$ cat src/rtl/serial_id_regs.sv
module serial_id_regs #(
  parameter int          ADDR_W     = 12,
  parameter bit          CAP_EN     = 1'b1,
  parameter bit          WR_EN      = 1'b1,
  parameter logic [31:0] RST_LO     = 32'h0,
  parameter logic [31:0] RST_HI     = 32'h0,
  parameter int          ID_BASE    = 'h168,
  parameter int          CTRL_ADDR  = 'h8BC
) (
  input  logic              clk,
  input  logic              rst_n,
  input  logic [ADDR_W-1:0] cfg_addr,
  input  logic [7:0]        cfg_wdata,
  input  logic              cfg_wr,
  input  logic              cfg_rd,
  output logic [7:0]        cfg_rdata,
  output logic [63:0]       serial_id
);
  localparam int NBYTES = 8;
  localparam logic [63:0] RST_ID = {RST_HI, RST_LO};

  logic [63:0] id_q;
  logic        unlock_q;
  logic        in_win;
  logic [2:0]  lane;
  logic        ctrl_hit;
  logic [7:0]  rd_mux;

  assign in_win   = CAP_EN && (cfg_addr >= ADDR_W'(ID_BASE)) &&
                    (cfg_addr < ADDR_W'(ID_BASE + NBYTES));
  assign lane     = 3'(cfg_addr - ADDR_W'(ID_BASE));
  assign ctrl_hit = (cfg_addr == ADDR_W'(CTRL_ADDR));

  always_ff @(posedge clk) begin
    if (!rst_n) unlock_q <= 1'b0;
    else if (cfg_wr && ctrl_hit) unlock_q <= cfg_wdata[0];
  end

  for (genvar b = 0; b < NBYTES; b++) begin : g_byte
    if (CAP_EN) begin : g_store
      always_ff @(posedge clk) begin
        if (!rst_n) id_q[8*b +: 8] <= RST_ID[8*b +: 8];
        else if (WR_EN && unlock_q && cfg_wr && in_win && lane == 3'(b))
          id_q[8*b +: 8] <= cfg_wdata;
      end
    end else begin : g_none
      assign id_q[8*b +: 8] = 8'h00;
    end
  end

  always_comb begin
    rd_mux = 8'h00;
    if (in_win) rd_mux = id_q[8*lane +: 8];
    else if (ctrl_hit) rd_mux = {7'b0, unlock_q};
  end

  always_ff @(posedge clk) begin
    if (!rst_n) cfg_rdata <= 8'h00;
    else if (cfg_rd) cfg_rdata <= rd_mux;
  end

  assign serial_id = id_q;
endmodule

$ cat config.mk
export PLATFORM = sky130hd
export DESIGN_NAME = serial_id_regs
export DESIGN_NICKNAME = d
export VERILOG_FILES = /design/src/rtl/serial_id_regs.sv
export SDC_FILE = /design/constraint.sdc
export NUM_CORES = 1
export LEC_CHECK = 0
export BUFFER_PORTS_ARGS = -buffer_cell sky130_fd_sc_hd__buf_2
export CORE_ASPECT_RATIO = 1.2
export CORE_UTILIZATION = 45
export DETAILED_ROUTE_END_ITERATION = 8
export PLACE_DENSITY = 0.7
export REMOVE_ABC_BUFFERS = 1
export SKIP_LAST_GASP = 1
export SLEW_MARGIN = 20
export SYNTH_ARGS = -nofsm -noshare
export SYNTH_HDL_FRONTEND = slang
export SYNTH_SLANG_ARGS = --single-unit
$ cat constraint.sdc
create_clock -name clk -period 2 [get_ports clk]
set_clock_uncertainty 0.15 [all_clocks]
set_input_delay 0.1 -clock clk [delete_from_list [all_inputs] [get_ports clk]]
set_output_delay 0.1 -clock clk [all_outputs]
set_load 0.03 [all_outputs]
Yosys cells after proc, flatten, opt, wreduce, memory -nomap -nowiden
Cells that the tools add are included.
Storage, ports and cells
  register bits after elaboration: 73
  output and inout port bits: 72
  word-level logic and storage cells: 37
Operators by class
  add/sub/neg operators: 1
  magnitude comparators: 2
  eq/ne operators: 8
  shifts and indexed selects: 1
  mux-type cells: 2
  reduce and logical (&&, ||, !) cells: 13
Operators by type and width (number)
  variable part select 64 x 7 -> 8 bit: 1
  equality test 12 bit, second input constant: 1
  equality test 3 bit, second input constant: 4
  greater-or-equal comparator 12 x 9 -> 1 bit, second input constant: 1
  logical AND 1 bit: 12
  < comparator 12 x 9 -> 1 bit, second input constant: 1
  two-way mux 8 bit: 1
  equality test 3 x 2 -> 1 bit, second input constant: 2
  equality test 3 x 1 -> 1 bit, second input constant: 1
  logical NOT 3 bit: 1
  subtractor 3 x 1 -> 3 bit, second input constant: 1
  two-way mux 1 bit: 1

Logic depth before layout (Yosys ltp)
  depth after elaboration: 4
  mapped depth: 5
  gate-level depth less buffers: 4

Worst setup path after synthesis
OpenSTA, ideal clock, no wires.
  path kind: register to register
  from: register id_q[49] (netlist: serial_id[49])
  to: register cfg_rdata[1]
  setup time: 0.123 ns
  arrival: 1.103 ns
  setup slack: 0.623 ns
  cell stages (with the launch flop): 4
  buffers on the path: 0
  path through: dfxtp_1 > mux4_1 > mux2i_1 > o21ai_0
On the way
  cells in the longest elaborated chain, start to end: 2
RTL lines
  start: declaration: line 22  | logic [63:0] id_q;
  start signal: indexed assignment: line 42  | if (!rst_n) id_q[8*b +: 8] <= RST_ID[8*b +: 8];
  start signal: indexed assignment: line 44  | id_q[8*b +: 8] <= cfg_wdata;
  variable part select 64 x 7 -> 8 bit: line 53  | if (in_win) rd_mux = id_q[8*lane +: 8];
  two-way mux 8 bit: line 53
  end signal: assignment: line 59  | else if (cfg_rd) cfg_rdata <= rd_mux;
  end: declaration: line 16  | output logic [7:0] cfg_rdata,
Every way passes these cells.
A chain may end at the register's enable or synchronous reset.

Worst setup path in the final report
  from: input cfg_wr
  to: register id_q[35] (netlist: serial_id[35])
On the way
  cells in the longest elaborated chain, start to end: 3
RTL lines
  start: declaration: line 14  | input logic cfg_wr,
  logical AND 1 bit (3 in a row): line 43  | else if (WR_EN && unlock_q && cfg_wr && in_win && lane == 3'(b))
Every way passes these cells.

==> results_dict.tcl <==
set metrics [dict create \
    status "finished, final reports clean" \
    hold_path.class "in -> reg" \
    min_to "cfg_rdata[0]" \
    max_stage_delay_ns 0.52 \
    holdWs_ns 0.01145 \
    n_antenna_cell 0 \
    layout.nets 418 \
    io_buffers 95 \
    maxCapViolations 0 \
    synth.distinct_cells 23 \
    routedWlPerCell_um 17.79 \
    first_pass_iters 5 \
    yosysTopAreaCell "dfxtp_1" \
    clk_pin_slew_ns 0.09 \
    ios 96 \
    antenna_found_initial 0 \
    yosysWarnings 0 \
    grt.overflow.total 0 \
    reg2reg_to "serial_id[35]" \
    r2r_start "unlock_q" \
    power_density_nw_per_um2 685.7 \
    grt.total_usage_pct 21.32 \
    drive_gt1_share_pct 37.59 \
    area_growth_pct 23.97 \
    routed_wl_mm 8.736 \
    crit_path_cell_trace "dlygate4sd3_1 -> buf_2 -> and2_1 -> buf_4 -> nand4_4 -> mux2i_1 -> nor2b_1" \
    p_leak_nw 2.392 \
    cts_tree "built" \
    n_fill_cell 672 \
    synth_edf_count 0 \
    grt_max_degree 49 \
    ys_seq_area_share_pct 40.58 \
    gp_congestion 0.7302 \
    required_ns 2.08 \
    cts_buffer_depth 2 \
    ys_ff_latch 73 \
    slew_violations 0 \
    hold_depth 4 \
    cp-start-kind "primary input" \
    grt_pass1_vias 2506 \
    grt_first_pass_wirelength_mm 13.62 \
    met1_length_mm 3.840 \
    vias 2611 \
    setup_viol 0 \
    dieArea_um2 8365 \
    ys.flop_type "dfxtp_1" \
    worst-setup-path-type "in -> reg" \
    cpMaxStageDelayCell "dlygate4sd3_1" \
    wl_met2_mm 4.267 \
    rsz0062_at_grt "no" \
    dpl.hpwl_mm 5.822 \
    synth.top_cell.area_share_pct 40.58 \
    clock_latency_ns 0.35 \
    routed.top_layer "met4" \
    die_width_um 83.66 \
    avgSynthCellArea_um2 12.17 \
    rr_worst_depth 5 \
    start_util_pct 46.72 \
    syn_inst 296 \
    dr_wl_met3_um 426 \
    syn_area_um2 3601 \
    cts.root.buffer_cell "clkbuf_8" \
    die-height_um 99.99 \
    htreeDepth 3 \
    r2r_setup_slack_ns 0.37 \
    ant_nets 0 \
    synth_commonest_cells "dfxtp_1 (73), mux2i_1 (73), nor2b_1 (66)" \
    post-route-period-util_pct 83.38 \
    avgViaCountPerCell 5.318 \
    clock-sinks 73 \
    end_kind "register" \
    cts_made_buffers 9 \
    finalCriticalPeriod_ns 1.668 \
    hold_viol 0 \
    hold_start "cfg_rd" \
    synth_async_sr_flop_share_pct 0 \
    tightest_slew_ns 0.5974 \
    placed_cells 466 \
    tns_ns 0 \
    worstPathMaxFanout 8 \
    layout.cells.non_filler 491 \
    max_freq_mhz 599.7 \
    vdd_ir_drop_max_mv 0.6132 \
    dr.first_iter.drc_count 104 \
    slew_headroom_pct 60.09 \
    drcViolationCount 0 \
    core_area_um2 7707 \
    worstPathArrival_ns 1.75 \
    yosys-top-cells-area "dfxtp_1 (41%), mux2i_1 (20%), nor2b_1 (11%)" \
    fp-row-count 35 \
]
## logic make-up after synthesis
family                 synth area share (%)
DFF                                   40.58
buffers and inverters                 4.274
and+or+nand+nor                       23.25
muxes                                 30.51
AOI/OAI and AO/OA                     1.390
## repair_timing
action / CTS / global route
hold buffers: 9 / 0
hold endpoints to repair: 58 / 0
buffers inserted: 0 / 0
gates resized for setup: 0 / 0
## per-layer routing
| metal | global-route usage (%) | up-vias |
|---|---|---|
| li1 | - | 1262 |
| met1 | 27.73 | 1265 |
| met2 | 34.21 | 71 |
| met3 | 4.770 | 13 |
| met4 | 9.257 | 0 |
| met5 | 0 | - |
## sequential cells by signal, summed over array words and instances, names as in the netlist
register	flops
serial_id	64
unlock_q	1
cfg_rdata	8
## worst max-delay path by stage
stage | from | to | slack, ns
6_report | cfg_wr | serial_id[35] | 0.33
5_1_grt | cfg_wr | serial_id[59] | 0.26
4_1_cts | cfg_wr | serial_id[35] | 0.33
3_5_place_dp | cfg_addr[1] | serial_id[22] | 0.14
3_3_place_gp | cfg_addr[1] | serial_id[35] | 0.18
2_1_floorplan | unlock_q | serial_id[0] | 0.30
## final cells by class
cell class,count,area [um^2],area share [%]
multi-input combinational,197,1986,44.48
sequential,73,1461,32.74
timing repair buffer,113,658.1,14.74
clock buffer,11,141.4,3.167
tap,92,115.1,2.578
clock inverter,5,102.6,2.298
## worst max-delay path: cells and delay by family
kind	cells	cell delay [ns]
buf+inv	3	0.86
simple gates	3	0.50
mux	1	0.28
## layout by cell type, fill, tap and decap left out, types with 2 or more instances in the layout
master | netlist | layout
dlygate4sd3_1 | 0 | 9
bufinv_16 | 0 | 3
and4bb_2 | 4 | 4
nor4b_4 | 3 | 3
dfxtp_1 | 73 | 73
buf_12 | 0 | 2
clkbuf_8 | 0 | 10
mux4_1 | 2 | 2
nand4_4 | 8 | 8
buf_4 | 5 | 7
mux2i_1 | 73 | 73
nor4bb_1 | 2 | 2
mux4_2 | 14 | 14
o21ai_0 | 8 | 8
nand4_1 | 2 | 2
nor2b_1 | 66 | 66
buf_2 | 0 | 95
nand2_1 | 8 | 8
## power breakdown
part	total (mW)	switching, mW	internal [mW]
Sequential	1.45	0.00000127	1.45
Clock	1.42	0.558	0.862
Combinational	0.190	0.100	0.0894
## through the flow
| step | utilization (%) | power, mW | area [um^2] | worst slack [ns] |
|---|---|---|---|---|
| global placement | 53.59 | 1.662 | 4130 | 0.1794 |
| detailed placement | 53.59 | 1.663 | 4130 | 0.1353 |
| finish | 57.92 | 3.061 | 4464 | 0.3324 |
| CTS | 57.92 | 3.065 | 4464 | 0.3258 |
| floorplan | - | 1.548 | 3447 | 0.2976 |
| global route | 57.92 | 3.149 | 4464 | 0.2563 |
Power figures use the tool's default switching activity.
